`config.mk`:
```
export PLATFORM = sky130hd
export DESIGN_NAME = spi_bitclk_gen
export DESIGN_NICKNAME = d
export VERILOG_FILES = /design/src/rtl/sbclk_pkg.sv /design/src/rtl/sbclk_timing.sv /design/src/rtl/sbclk_prescale.sv /design/src/rtl/sbclk_halfcnt.sv /design/src/rtl/sbclk_edge.sv /design/src/rtl/spi_bitclk_gen.sv
export SDC_FILE = /design/constraint.sdc
export NUM_CORES = 1
export LEC_CHECK = 0
export ABC_CLOCK_PERIOD_IN_PS = 2300
export BUFFER_PORTS_ARGS = -buffer_cell sky130_fd_sc_hd__buf_2
export CORE_MARGIN = 8
export CORE_UTILIZATION = 54
export DETAILED_ROUTE_END_ITERATION = 7
export PLACE_DENSITY_LB_ADDON = 0.05
export SLEW_MARGIN = 0
export SYNTH_ARGS = -nofsm -noshare
export SYNTH_HDL_FRONTEND = slang
export SYNTH_SLANG_ARGS = --single-unit
```
`constraint.sdc`:
```
create_clock -name clk -period 2.3 [get_ports clk]
set_input_delay 0.23 -clock clk [delete_from_list [all_inputs] [get_ports clk]]
set_output_delay 0.23 -clock clk [all_outputs]
set_load 0.01 [all_outputs]
```
`src/rtl/sbclk_pkg.sv`:
```
// Shared constants and types for the SPI bit clock generator.
// Assumes: field widths sum to the configuration word width used by the top.
package sbclk_pkg;
    localparam int unsigned TMO_BITS  = 16;
    localparam int unsigned DIV_BITS  = 8;
    localparam int unsigned RATE_BITS = 8;

    // Phase of the bit clock relative to its idle level
    typedef enum logic {
        PH_IDLE   = 1'b0,
        PH_ACTIVE = 1'b1
    } phase_e;
endpackage

```
`src/rtl/sbclk_timing.sv`:
```
// Configuration register for the bit clock generator.
// Splits the written word into rate, divide and timeout fields and stores
// half of the sanitized divide value (odd values lose bit 0, 0 and 1 become 2).
// Assumes: DIV_W >= 2.
module sbclk_timing #(
    parameter int unsigned TMO_W  = sbclk_pkg::TMO_BITS,
    parameter int unsigned DIV_W  = sbclk_pkg::DIV_BITS,
    parameter int unsigned RATE_W = sbclk_pkg::RATE_BITS,
    localparam int unsigned WORD_W = TMO_W + DIV_W + RATE_W,
    localparam int unsigned HALF_W = DIV_W - 1
) (
    input  logic              clk,
    input  logic              rst_n,
    input  logic              wr_en,
    input  logic [WORD_W-1:0] wr_word,
    output logic [HALF_W-1:0] half_div,
    output logic [RATE_W-1:0] rate,
    output logic [TMO_W-1:0]  tmo
);
    localparam logic [HALF_W-1:0] HALF_MIN = 1;

    logic [DIV_W-1:0]  div_raw;
    logic [HALF_W-1:0] half_new;

    assign div_raw = wr_word[RATE_W +: DIV_W];

    // Halve the divisor (drops bit 0) and clamp to the minimum of one
    always_comb begin
        half_new = div_raw[DIV_W-1:1];
        if (half_new == '0) half_new = HALF_MIN;
    end

    // Capture the fields on a write; reset to the fastest legal setting
    always_ff @(posedge clk) begin
        if (!rst_n) begin
            half_div <= HALF_MIN;
            rate     <= '0;
            tmo      <= '0;
        end else if (wr_en) begin
            half_div <= half_new;
            rate     <= wr_word[RATE_W-1:0];
            tmo      <= wr_word[RATE_W+DIV_W +: TMO_W];
        end
    end

    assert_half_nonzero_R4: assert property (@(posedge clk) disable iff (!rst_n)
        wr_en |=> half_div != '0);
    assert_rate_capture_R2: assert property (@(posedge clk) disable iff (!rst_n)
        wr_en |=> rate == $past(wr_word[RATE_W-1:0]));
endmodule

```
`src/rtl/sbclk_prescale.sv`:
```
// First division stage: emits a one-cycle enable every half_div reference
// cycles while run is high; held cleared while run is low.
// Assumes: half_div >= 1.
module sbclk_prescale #(
    parameter int unsigned HALF_W = sbclk_pkg::DIV_BITS - 1
) (
    input  logic              clk,
    input  logic              rst_n,
    input  logic              run,
    input  logic [HALF_W-1:0] half_div,
    output logic              stb
);
    localparam logic [HALF_W-1:0] ONE = 1;

    logic [HALF_W-1:0] pcnt;
    logic              at_end;

    // Terminal count; >= keeps the counter bounded if the setting shrinks
    assign at_end = (pcnt >= half_div - ONE);
    assign stb    = run && at_end;

    // Count reference cycles within one prescaler period
    always_ff @(posedge clk) begin
        if (!rst_n)      pcnt <= '0;
        else if (!run)   pcnt <= '0;
        else if (at_end) pcnt <= '0;
        else             pcnt <= pcnt + ONE;
    end

    assert_pcnt_bound_R5: assert property (@(posedge clk) disable iff (!rst_n)
        $past(run) && $stable(half_div) |-> pcnt < half_div);
    assert_idle_clear_R8: assert property (@(posedge clk) disable iff (!rst_n)
        !run |=> pcnt == '0);
endmodule

```
`src/rtl/sbclk_halfcnt.sv`:
```
// Second division stage: counts rate+1 prescaler enables and flags the
// cycle that ends each half period of the bit clock.
// Assumes: stb is only high while run is high.
module sbclk_halfcnt #(
    parameter int unsigned RATE_W = sbclk_pkg::RATE_BITS
) (
    input  logic              clk,
    input  logic              rst_n,
    input  logic              run,
    input  logic              stb,
    input  logic [RATE_W-1:0] rate,
    output logic              half_tick
);
    localparam logic [RATE_W-1:0] ONE = 1;

    logic [RATE_W-1:0] rcnt;
    logic              at_end;

    assign at_end    = (rcnt >= rate);
    assign half_tick = stb && at_end;

    // Count enables within one half period
    always_ff @(posedge clk) begin
        if (!rst_n)         rcnt <= '0;
        else if (!run)      rcnt <= '0;
        else if (half_tick) rcnt <= '0;
        else if (stb)       rcnt <= rcnt + ONE;
    end

    assert_rcnt_bound_R5: assert property (@(posedge clk) disable iff (!rst_n)
        $past(run) && $stable(rate) |-> rcnt <= rate);
    assert_tick_needs_stb_R5: assert property (@(posedge clk) disable iff (!rst_n)
        half_tick |-> stb && run);
endmodule

```
`src/rtl/sbclk_edge.sv`:
```
// Output stage: holds the clock phase, toggles it on each half-period tick
// and registers the leading and trailing strobes alongside the phase change.
// Assumes: cpol is quasi-static while a transfer runs.
module sbclk_edge (
    input  logic clk,
    input  logic rst_n,
    input  logic run,
    input  logic half_tick,
    input  logic cpol,
    output logic sclk,
    output logic lead,
    output logic trail
);
    import sbclk_pkg::*;

    phase_e ph;

    // Track phase and emit the strobe matching the direction of each toggle
    always_ff @(posedge clk) begin
        if (!rst_n || !run) begin
            ph    <= PH_IDLE;
            lead  <= 1'b0;
            trail <= 1'b0;
        end else begin
            lead  <= half_tick && (ph == PH_IDLE);
            trail <= half_tick && (ph == PH_ACTIVE);
            if (half_tick) ph <= (ph == PH_IDLE) ? PH_ACTIVE : PH_IDLE;
        end
    end

    // Map the phase onto the selected idle polarity
    assign sclk = (ph == PH_ACTIVE) ^ cpol;

    assert_lead_on_leave_R6: assert property (@(posedge clk) disable iff (!rst_n)
        run && half_tick && ph == PH_IDLE |=> lead && ph == PH_ACTIVE);
    assert_trail_on_return_R6: assert property (@(posedge clk) disable iff (!rst_n)
        run && half_tick && ph == PH_ACTIVE |=> trail && ph == PH_IDLE);
    assert_stb_exclusive_R6: assert property (@(posedge clk) disable iff (!rst_n)
        !(lead && trail));
    assert_lead_single_R6: assert property (@(posedge clk) disable iff (!rst_n)
        lead |=> !lead);
endmodule

```
`src/rtl/spi_bitclk_gen.sv`:
```
// SPI bit clock generator top: configuration register, even prescaler,
// half-period counter and output stage. Bit period is DIVIDE*(RATE+1)
// reference cycles. Assumes rst_n is synchronous to clk.
module spi_bitclk_gen #(
    parameter int unsigned TMO_W  = sbclk_pkg::TMO_BITS,
    parameter int unsigned DIV_W  = sbclk_pkg::DIV_BITS,
    parameter int unsigned RATE_W = sbclk_pkg::RATE_BITS,
    localparam int unsigned WORD_W = TMO_W + DIV_W + RATE_W,
    localparam int unsigned HALF_W = DIV_W - 1
) (
    input  logic              clk,
    input  logic              rst_n,
    input  logic              cfg_wr,
    input  logic [WORD_W-1:0] cfg_word,
    input  logic              xfer_active,
    input  logic              cpol,
    output logic              sclk,
    output logic              lead_stb,
    output logic              trail_stb,
    output logic [TMO_W-1:0]  timeout_cfg
);
    logic [HALF_W-1:0] half_div;
    logic [RATE_W-1:0] rate;
    logic              pre_stb;
    logic              half_tick;

    sbclk_timing #(.TMO_W(TMO_W), .DIV_W(DIV_W), .RATE_W(RATE_W)) u_timing (
        .clk(clk), .rst_n(rst_n), .wr_en(cfg_wr), .wr_word(cfg_word),
        .half_div(half_div), .rate(rate), .tmo(timeout_cfg)
    );

    sbclk_prescale #(.HALF_W(HALF_W)) u_prescale (
        .clk(clk), .rst_n(rst_n), .run(xfer_active),
        .half_div(half_div), .stb(pre_stb)
    );

    sbclk_halfcnt #(.RATE_W(RATE_W)) u_halfcnt (
        .clk(clk), .rst_n(rst_n), .run(xfer_active), .stb(pre_stb),
        .rate(rate), .half_tick(half_tick)
    );

    sbclk_edge u_edge (
        .clk(clk), .rst_n(rst_n), .run(xfer_active), .half_tick(half_tick),
        .cpol(cpol), .sclk(sclk), .lead(lead_stb), .trail(trail_stb)
    );

    assert_tmo_capture_R2: assert property (@(posedge clk) disable iff (!rst_n)
        cfg_wr |=> timeout_cfg == $past(cfg_word[RATE_W+DIV_W +: TMO_W]));
    assert_idle_out_R8: assert property (@(posedge clk) disable iff (!rst_n)
        !xfer_active |=> sclk == cpol && !lead_stb && !trail_stb);
    assert_lead_level_R7: assert property (@(posedge clk) disable iff (!rst_n)
        lead_stb |-> sclk != cpol);
    assert_trail_level_R7: assert property (@(posedge clk) disable iff (!rst_n)
        trail_stb |-> sclk == cpol);
endmodule

```
==> results of run 1 <==
-- power groups by stage --
stage               combinational [mW]  clock (mW)  sequential, mW
floorplan                        0.183           0           0.932
global placement                 0.283           0           0.926
detailed placement               0.289           0           0.927
CTS                              0.307       0.583           0.908
global route                     0.366       0.606           0.914
finish                           0.331       0.563           0.909
-- registers in the layout (all words and copies together) (netlist names) --
register           cells
u_timing.tmo          16
u_halfcnt.rcnt         8
u_timing.rate          8
u_prescale.pcnt        7
u_timing.half_div      7
u_edge.lead            1
u_edge.ph              1
u_edge.trail           1
-- worst paths after layout --
| path | slack, ns | endpoint |
|---|---|---|
| setup / recovery | 0.09 | u_halfcnt.rcnt[0] |
| hold / removal | 0.17 | u_timing.rate[0] |
| setup reg to reg | 0.09 | u_halfcnt.rcnt[0] |
| hold reg to reg | 0.48 | u_prescale.pcnt[0] |
-- through the flow --
step / total power, mW / setup WS [ns] / TNS (ns)
after floorplan: 1.115 / 0.2069 / 0
after global placement: 1.209 / 0.05330 / 0
final: 1.803 / 0.08772 / 0
after CTS: 1.797 / 0.002344 / 0
after global routing: 1.886 / -0.03012 / -0.09989
after detailed placement: 1.216 / -0.04564 / -0.1323
-- what timing repair did --
action | in CTS | in global routing
pin swaps | 3 | 15
setup endpoints to repair | 13 | 16
resized for setup | 4 | 19
setup buffers | 2 | 3
-- final cells by class --
class,instances,area [µm²]
Clock buffer,7,96.34
Clock inverter,1,5.005
Fill cell,379,1498
Inverter,12,45.04
Multi-Input combinational cell,190,1531
Sequential cell,49,983.4
Tap cell,54,67.56
Timing Repair Buffer,66,371.6
-- metal layers --
metal / global-route usage [%] / part of all wire (%)
met1: 17.37 / 45
met4: 6.019 / 1.7
met3: 6.486 / 8.1
met2: 24.58 / 45
met5: 0 / 0
-- critical path, delay by kind of cell, from the launching register on --
family	cells	cell delay (ns)
AO/OA/AOI/OAI	2	0.53
buffers and inverters	2	0.23
AND/OR/NAND/NOR	4	0.47
adder cells (fa/ha/maj)	2	0.48
flip-flops	1	0.33
XOR/XNOR	1	0.09
-- logic make-up after synthesis --
family	share of synthesized area, %
simple gates	22.42
flops	38.89
compound gates	10.52
mux	11.90
buf+inv	3.522
fa+ha+maj	8.929
xor+xnor	3.819
-- cell usage in the layout, fill, tap and decap left out, types with 2 or more instances in the layout --
| cell type | count |
|---|---|
| nor3_1 | 5 |
| nand2_2 | 2 |
| o21ai_2 | 3 |
| xor2_1 | 5 |
| clkbuf_8 | 7 |
| or4_1 | 2 |
| dfxtp_2 | 2 |
| nand2_4 | 2 |
| and3_1 | 5 |
| o211ai_1 | 2 |
| mux2i_1 | 30 |
| inv_1 | 10 |
| a21oi_1 | 5 |
| ha_1 | 17 |
| buf_6 | 3 |
| nand4_1 | 4 |
| nand3_1 | 10 |
| nor2b_1 | 31 |
| nand2_1 | 15 |
| and2_1 | 2 |
| nor2_1 | 12 |
| a211oi_1 | 2 |
| nand2b_1 | 2 |
| buf_2 | 54 |
| a2bb2oi_2 | 2 |
| inv_2 | 2 |
| a32oi_1 | 4 |
| buf_4 | 9 |
| xnor2_1 | 6 |
| dfxtp_1 | 47 |
| o41ai_2 | 4 |
==> reports/metrics.csv, run 1 <==
metric;value;unit
hold_path.startpoint;cfg_word[0];
drive_above_1_share;31.38;%
r2r-start;u_timing.half_div[0];
fin_cells;379;
drtAntennaViolNets;0;
synth_seq_cells;49;
relSlewSlack;65.57;%
clkSlewWorstSetupHoldPaths;0.09;ns
routedWlPerCell;14.20;µm
grt_pass1_wl;9.135;mm
ys_async_sr_fraction;0;%
cap_violations;0;
synth.avg_cell_area;9.664;µm²
worstSetupPathType;reg -> reg;
port-buffer-count;54;
synthesis.nets;316;
power.switching;0.4876;mW
setup_viol;0;
whs_path_depth;3;
utilization;67.43;%
clock_power_share;31.2;%
ios;56;
crit_slowest_cell;o21ai_4;
clockRootBuffer;clkbuf_8;
clock_skew;0.006818;ns
grt_remaining_overflow;0;
row_count;25;
slowest_delay;0.36;ns
swShare;27.05;%
max_freq;452.0;MHz
finalInstanceArea;0.003100;mm²
synth_common_cells;49 x dfxtp_1, 31 x nor2b_1, 30 x mux2i_1, 18 x ha_1, 17 x nand2_1;
layout_min_cycle_time;2.212;ns
status;finished, final reports clean;
yosysMostFrequentCell;dfxtp_1;
worst-path-max-fanout;7;
synth_ff_type;dfxtp_1;
dp_hpwl;3.901;mm
timing.hold.ws;0.1742;ns
cp-end-kind;flip-flop;
cts_tree;done;
synth_edf_count;0;
dr.pass1.iters;4;
cts_max_level;2;
antenna_found_initial;0;
report.final.slew_viol_count;0;
num_antenna_cells;0;
drt_iter0_drc;112;
p_comb_share;18.4;%
p_int;1.315;mW
dr_total_vias;2044;
drt_wl_total;5.383;mm
startpoint_type;flip-flop;
seq_area_frac_synth;38.89;%
p_leak;1.407;nW
clkSinkCount;49;
grt_max_degree;33;
drc_errors;0;
hp-class;in -> reg;
area_growth;22.92;%
layout_worst_path_cycle_share;96.19;%
fp.dieW;84.35;µm
yosys_warnings;0;
synth_top_cell_by_area;dfxtp_1;
initial_core_util;54.86;%
hold_buffers;0;
ir_drop;376.0;µV
synthDistinctLibCells;40;
grt_use_total;15.26;%
viasPerCell;5.393;
cts_buffer_depth;2;
arrival;2.45;ns
yosys-top-cells-area;dfxtp_1 39%, mux2i_1 12%, ha_1 8.9%;
design.core.area;0.004598;mm²
grt_pass1_vias;2063;
routabilityCongestion;0.7739;
p_per_area;581.4;mW/mm²
clk_latency;0.31;ns
die_area;0.007114;mm²
placed_area;0.002869;mm²
syn_area;0.002522;mm²
cp-startpoint;u_timing.half_div[0];
cts_buffers;5;
post-place-cells;366;
r2r_cells;11;
rsz0062_at_grt;true;
hold_violations;0;
synth.top_cell.area_share;38.89;%
nets;379;
share_seq_of_total_power;50.4;%
die_h;84.35;µm
worstMarginPinSlew;0.5164;ns
synthCells;261;
crit_required;2.53;ns
crit_chain;inv_2 -> ha_4 -> nand2_4 -> nor3_4 -> xnor2_1 -> ha_1 -> nand4_1 -> o21ai_4 -> buf_6 -> nand3_2 -> o22ai_1;
Power figures use the tool's default switching activity.
==> run 2, diff against run 1 <==
- CORE_UTILIZATION: 54 -> 53
- SYNTH_HIERARCHICAL: not set -> 1
==> reports/metrics.csv, run 2 <==
metric;value;unit;change
viasPerCell;5.031;;-6.7%
finalInstanceArea;0.002938;mm²;-5.2%
placed_area;0.002785;mm²;-2.9%
max_freq;401.9;MHz;-11%
grt_pass1_vias;1836;;-11%
power.switching;0.4249;mW;-13%
pre_cts_slack;-0.2858;ns;-0.2402 ns
report.final.slew_viol_count;0;;unchanged
hp-class;in -> reg;;
layout_common_cells;54 x buf_2, 47 x dfxtp_1, 31 x mux2i_1, 30 x nor2b_1, 17 x ha_1;;
fin_cells;355;;-6.3%
grt_max_degree;33;;unchanged
seq_area_frac_synth;40.54;%;+1.6 points
drtAntennaViolNets;0;;unchanged
clk_latency;0.30;ns;about the same
final_common_cell;buf_2;;
ir_drop;292.6;µV;-22%
cts_tree;done;;
clock_power_share;30.1;%;-1.1 points
clock_skew;0.002761;ns;-0.004058 ns
synthesis.nets;289;;-8.5%
r2r-end;u_edge/ph;;
grt_pass1_wl;8.252;mm;-9.7%
violations;negative setup slack;;
synth_ff_type;dfxtp_1;;
swShare;25.16;%;-1.9 points
largest_register_ffs;16;;unchanged
ys_async_sr_fraction;0;%;unchanged
clockRootBuffer;clkbuf_8;;
drt_iter0_drc;34;;-70%
design.core.area;0.004384;mm²;-4.7%
synth_top_cell_by_area;dfxtp_1;;
reg2reg_slack;-0.19;ns;-0.28 ns
fp.dieW;83.57;µm;-0.92%
port-buffer-count;54;;unchanged
yosys_warnings;6;;+6
synthCells;234;;-10%
nFillCells;374;;-1.3%
syn_area;0.002420;mm²;-4.1%
r2r-start;u_timing/half_div[1];;
dr.pass1.iters;4;;unchanged
routedWlPerCell;13.41;µm;-5.6%
cts_buffer_depth;2;;unchanged
startpoint_type;flip-flop;;
num_antenna_cells;0;;unchanged
post-place-cells;344;;-6.0%
hold_path.startpoint;cfg_word[26];;
clkSlewWorstSetupHoldPaths;0.08;ns;about the same
synth_common_cells;49 x dfxtp_1, 31 x mux2i_1, 30 x nor2b_1, 18 x ha_1, 13 x inv_1;;
layout_worst_path_cycle_share;108.2;%;+12 points
drc_errors;0;;unchanged
setup_viol;11;;+11
relSlewSlack;65.78;%;+0.20 points
dr_total_vias;1786;;-13%
worstMarginPinSlew;0.5121;ns;-0.004309 ns
yosys-top-cells-area;dfxtp_1 41%, mux2i_1 13%, ha_1 9.3%;;
crit_required;2.50;ns;-0.03 ns
synth.top_cell.area_share;40.54;%;+1.6 points
layout_min_cycle_time;2.488;ns;+0.2760 ns
cts_max_level;2;;unchanged
reg_top3;u_timing/tmo: 16 flops, u_halfcnt/rcnt: 8 flops, u_timing/rate: 8 flops;;
p_comb_share;16.2;%;-2.2 points
setup_ws;-0.1883;ns;-0.2760 ns
regMostFlops;u_timing/tmo;;
area_growth;21.41;%;
synth_edf_count;0;;unchanged
routabilityCongestion;0.7882;;+1.8%
hold_buffers;0;;unchanged
ios;56;;unchanged
yosysMostFrequentCell;dfxtp_1;;
status;finished, violations left;;
utilization;67.01;%;-0.42 points
share_seq_of_total_power;53.6;%;+3.2 points
initial_core_util;55.19;%;+0.34 points
whs_path_depth;3;;unchanged
hold_end;u_timing/tmo[10];;
cts_buffers;5;;unchanged
dp_hpwl;3.584;mm;-8.1%
worst-path-max-fanout;5;;-2
clkSinkCount;49;;unchanged
cap_violations;0;;unchanged
drt_wl_total;4.759;mm;-12%
hold_violations;0;;unchanged
r2r_cells;13;;+2
arrival;2.69;ns;+0.24 ns
p_total;1.689;mW;-6.3%
rsz0062_at_grt;true;;
grt_use_total;13.85;%;-1.4 points
row_count;24;;-4.0%
synthDistinctLibCells;35;;-13%
drive_above_1_share;33.00;%;+1.6 points
nets;358;;-5.5%
grt_remaining_overflow;0;;unchanged
p_leak;1.347;nW;-4.2%
synth.avg_cell_area;10.34;µm²;+7.0%
synth_seq_cells;49;;unchanged
die_h;83.57;µm;-0.92%
p_int;1.264;mW;-3.9%
p_per_area;574.8;mW/mm²;-1.1%
antenna_found_initial;0;;unchanged
cp-end-kind;flip-flop;;
die_area;0.006984;mm²;-1.8%
worstSetupPathType;reg -> reg;;
==> run 2: cell types whose count changed after synthesis, sizes merged, moves of 3 or more <==
cell,before,now
nor2,13,9
nand3,12,5
nand2,19,8
xor2,5,11
a32oi,4,0
o41ai,4,0
a21oi,5,2
nor3,6,19
and3,6,3
==> run 2: timing repair <==
| action | 4_1_cts | 5_1_grt |
|---|---|---|
| setup endpoints to repair | 11 | 11 |
| endpoints found under the hold margin | 0 | 0 |
| gates resized for setup | 6 | 2 |
| pin swaps | 2 | 2 |
| setup buffers | 3 | 1 |
==> run 2: power groups by stage <==
stage	Combinational, mW	Clock (mW)	Sequential (mW)
floorplan	0.169	0	0.932
global placement	0.260	0	0.924
detailed placement	0.263	0	0.925
CTS	0.275	0.527	0.906
global route	0.303	0.559	0.911
finish	0.274	0.509	0.906
==> run 2: cells by family after synthesis <==
logic type      after synthesis  share of synthesized area [%]
xor+xnor                     19                          6.877
compound gates               13                          4.240
simple gates                 82                          20.11
flops                        49                          40.54
buf+inv                      22                          6.101
mux                          31                          12.82
fa+ha+maj                    18                          9.307
==> run 2: worst max path at each step <==
| stage | start | endpoint | cells after the start |
|---|---|---|---|
| 6_report | u_timing/half_div[1] | u_edge/ph | 13 |
| 5_1_grt | u_timing/half_div[0] | u_edge/ph | 13 |
| 4_1_cts | u_timing/half_div[1] | u_edge/ph | 13 |
| 3_5_place_dp | u_timing/half_div[1] | u_edge/ph | 13 |
| 3_3_place_gp | u_timing/half_div[1] | u_edge/ph | 13 |
| 2_1_floorplan | u_timing/half_div[0] | u_edge/ph | 15 |
==> run 2: cell type report <==
type / instances / area, µm² / area share [%]
inverters: 13 / 48.80 / 1.661
repair buffers: 71 / 401.6 / 13.67
multi-input cells: 163 / 1349 / 45.91
flip-flops and latches: 49 / 983.4 / 33.48
clock buffers: 6 / 82.58 / 2.811
well taps: 52 / 65.06 / 2.215
clock inverters: 1 / 7.507 / 0.2555
==> run 2: critical path, cell delays in order, from the launching register on <==
cell and delay, ns:
dfxtp_2 0.36, inv_2 0.05, ha_4 0.16, buf_4 0.13, buf_4 0.12, xnor2_1 0.12
ha_1 0.20, a211oi_1 0.33, o31ai_4 0.11, and2_4 0.16, o2111a_1 0.11, a22o_1 0.25
xor2_1 0.15, and3_1 0.14
==> run 2: through the flow <==
stage / hold WS (ns) / TNS (ns)
final: 0.1846 / -1.647
after global routing: 0.1759 / -3.151
after CTS: 0.1747 / -1.854
after detailed placement: 0.4883 / -2.744
after global placement: 0.4838 / -2.171
after floorplan: 0.3582 / -2.260
==> run 2: routing by layer <==
metal | vias up | part of all wire [%] | track usage, %
met5 | - | 0 | 0
met4 | 0 | 1.2 | 4.710
met3 | 6 | 7.0 | 5.371
met2 | 44 | 43 | 22.32
met1 | 807 | 48 | 16.29
li1 | 929 | - | -
==> run 3, diff against run 2 <==
- SKIP_CTS_REPAIR_TIMING: not set -> 1
==> reports/metrics.csv, run 3 (same netlist as run 2, synthesis figures left out) <==
metric;value;unit;change
cts_buffer_depth;2;;unchanged
hold_end;u_timing/rate[4];;
rsz0062_at_grt;true;;
die_area;0.006984;mm²;unchanged
fp.dieW;83.57;µm;unchanged
viasPerCell;5.014;;-0.33%
drc_errors;0;;unchanged
crit_required;2.53;ns;+0.03 ns
finalInstanceArea;0.002922;mm²;-0.55%
cts_max_level;2;;unchanged
timing.hold.ws;0.1844;ns;-0.0001630 ns
hold_violations;0;;unchanged
post-place-cells;344;;unchanged
drt_iter0_drc;43;;+26%
tns;-2.106;ns;-0.4591 ns
cts_tree;done;;
r2r-end;u_halfcnt/rcnt[4];;
r2r_cells;13;;unchanged
ir_drop;292.8;µV;about the same
worst-path-max-fanout;8;;+3
whs_path_depth;3;;unchanged
drive_above_1_share;32.89;%;-0.11 points
status;finished, violations left;;
reg2reg_slack;-0.24;ns;-0.05 ns
grt_remaining_overflow;0;;unchanged
met3_usage;5.371;%;unchanged
design.core.area;0.004384;mm²;unchanged
drt_wl_total;4.724;mm;-0.74%
regMostFlops;u_timing/tmo;;
ios;56;;unchanged
busiest_layer;met2;;
fin_cells;353;;-0.56%
grt_use_total;13.75;%;-0.10 points
utilization;66.64;%;-0.37 points
grtUsageMet2;21.89;%;-0.42 points
layout_worst_path_cycle_share;110.2;%;+2.0 points
initial_core_util;55.19;%;unchanged
grt_use_met1;16.34;%;+0.057 points
grt_pass1_wl;8.204;mm;-0.58%
p_per_area;576.4;mW/mm²;+0.28%
routedWlPerCell;13.38;µm;-0.17%
clock_skew;0.002994;ns;+0.0002332 ns
num_antenna_cells;0;;unchanged
p_total;1.684;mW;-0.28%
max_freq;394.4;MHz;-1.9%
drtAntennaViolNets;0;;unchanged
dr.pass1.iters;4;;unchanged
hold_path.startpoint;cfg_word[4];;
violations;negative setup slack;;
cts_buffers;5;;unchanged
grt_pass1_vias;1831;;-0.27%
hp-class;in -> reg;;
final_common_cell;buf_2;;
cp-end-kind;flip-flop;;
startpoint_type;flip-flop;;
area_growth;20.73;%;
worstMarginPinSlew;0.4685;ns;-0.04360 ns
clockRootBuffer;clkbuf_8;;
grt_max_degree;33;;unchanged
pre_cts_slack;-0.2858;ns;unchanged
placed_area;0.002785;mm²;unchanged
p_leak;1.338;nW;-0.67%
setup_viol;11;;unchanged
arrival;2.76;ns;+0.07 ns
nets;356;;-0.56%
worstSetupPathType;reg -> reg;;
setup_ws;-0.2354;ns;-0.04714 ns
largest_register_ffs;16;;unchanged
relSlewSlack;68.69;%;+2.9 points
clkSlewWorstSetupHoldPaths;0.08;ns;about the same
reg_top3;u_timing/tmo: 16 flops, u_halfcnt/rcnt: 8 flops, u_timing/rate: 8 flops;;
dp_hpwl;3.584;mm;unchanged
dr_total_vias;1770;;-0.90%
routabilityCongestion;0.7882;;unchanged
port-buffer-count;54;;unchanged
antenna_found_initial;0;;unchanged
row_count;24;;unchanged
clkSinkCount;49;;unchanged
layout_min_cycle_time;2.535;ns;+0.04714 ns
clk_latency;0.30;ns;about the same
die_h;83.57;µm;unchanged
cap_violations;0;;unchanged
r2r-start;u_timing/half_div[1];;
layout_common_cells;54 x buf_2, 47 x dfxtp_1, 31 x mux2i_1, 30 x nor2b_1, 17 x ha_1;;
report.final.slew_viol_count;0;;unchanged
==> run 3: cell count changes in the layout (fill, tap and decap cells not counted), sizes merged <==
| cell | delta |
|---|---|
| buf | -2 |
==> run 3: worst max-delay path, stage by stage, from the launching register on <==
cell	delay, ns
dfxtp_2	0.34
inv_2	0.06
ha_4	0.14
nand2_4	0.06
xor2_2	0.15
ha_1	0.33
a211o_1	0.27
a21oi_2	0.17
o31ai_4	0.09
and2_4	0.16
o2111a_1	0.11
a22o_1	0.25
buf_6	0.16
nor3_2	0.16
==> run 3: worst max-delay path by stage <==
stage / to / cells past startpoint / start
floorplan: u_edge/ph / 15 / u_timing/half_div[0]
global placement: u_edge/ph / 13 / u_timing/half_div[1]
detailed placement: u_edge/ph / 13 / u_timing/half_div[1]
CTS: u_edge/ph / 13 / u_timing/half_div[1]
global route: u_halfcnt/rcnt[4] / 13 / u_timing/half_div[0]
finish: u_halfcnt/rcnt[4] / 13 / u_timing/half_div[1]
==> run 3: where the power goes <==
part	internal (mW)	leakage [nW]	switching, mW
clock	0.238	0.0433	0.270
sequential	0.884	0.401	0.0217
combinational	0.139	0.894	0.131
total	1.26	1.34	0.423
==> run 3: cell type report <==
type                    instances  area [µm²]
repair buffers                 69       386.6
inverters                      13       48.80
flip-flops and latches         49       983.4
clock buffers                   6       82.58
fillers                       378        1463
well taps                      52       65.06
clock inverters                 1       7.507
multi-input cells             163        1348
==> run 3: layer usage <==
| metal | wire length [µm] | part of all wire, % |
|---|---|---|
| met2 | 2014 | 43 |
| met1 | 2346 | 50 |
| met5 | 0 | 0 |
| met4 | 59 | 1.2 |
| met3 | 303 | 6.4 |
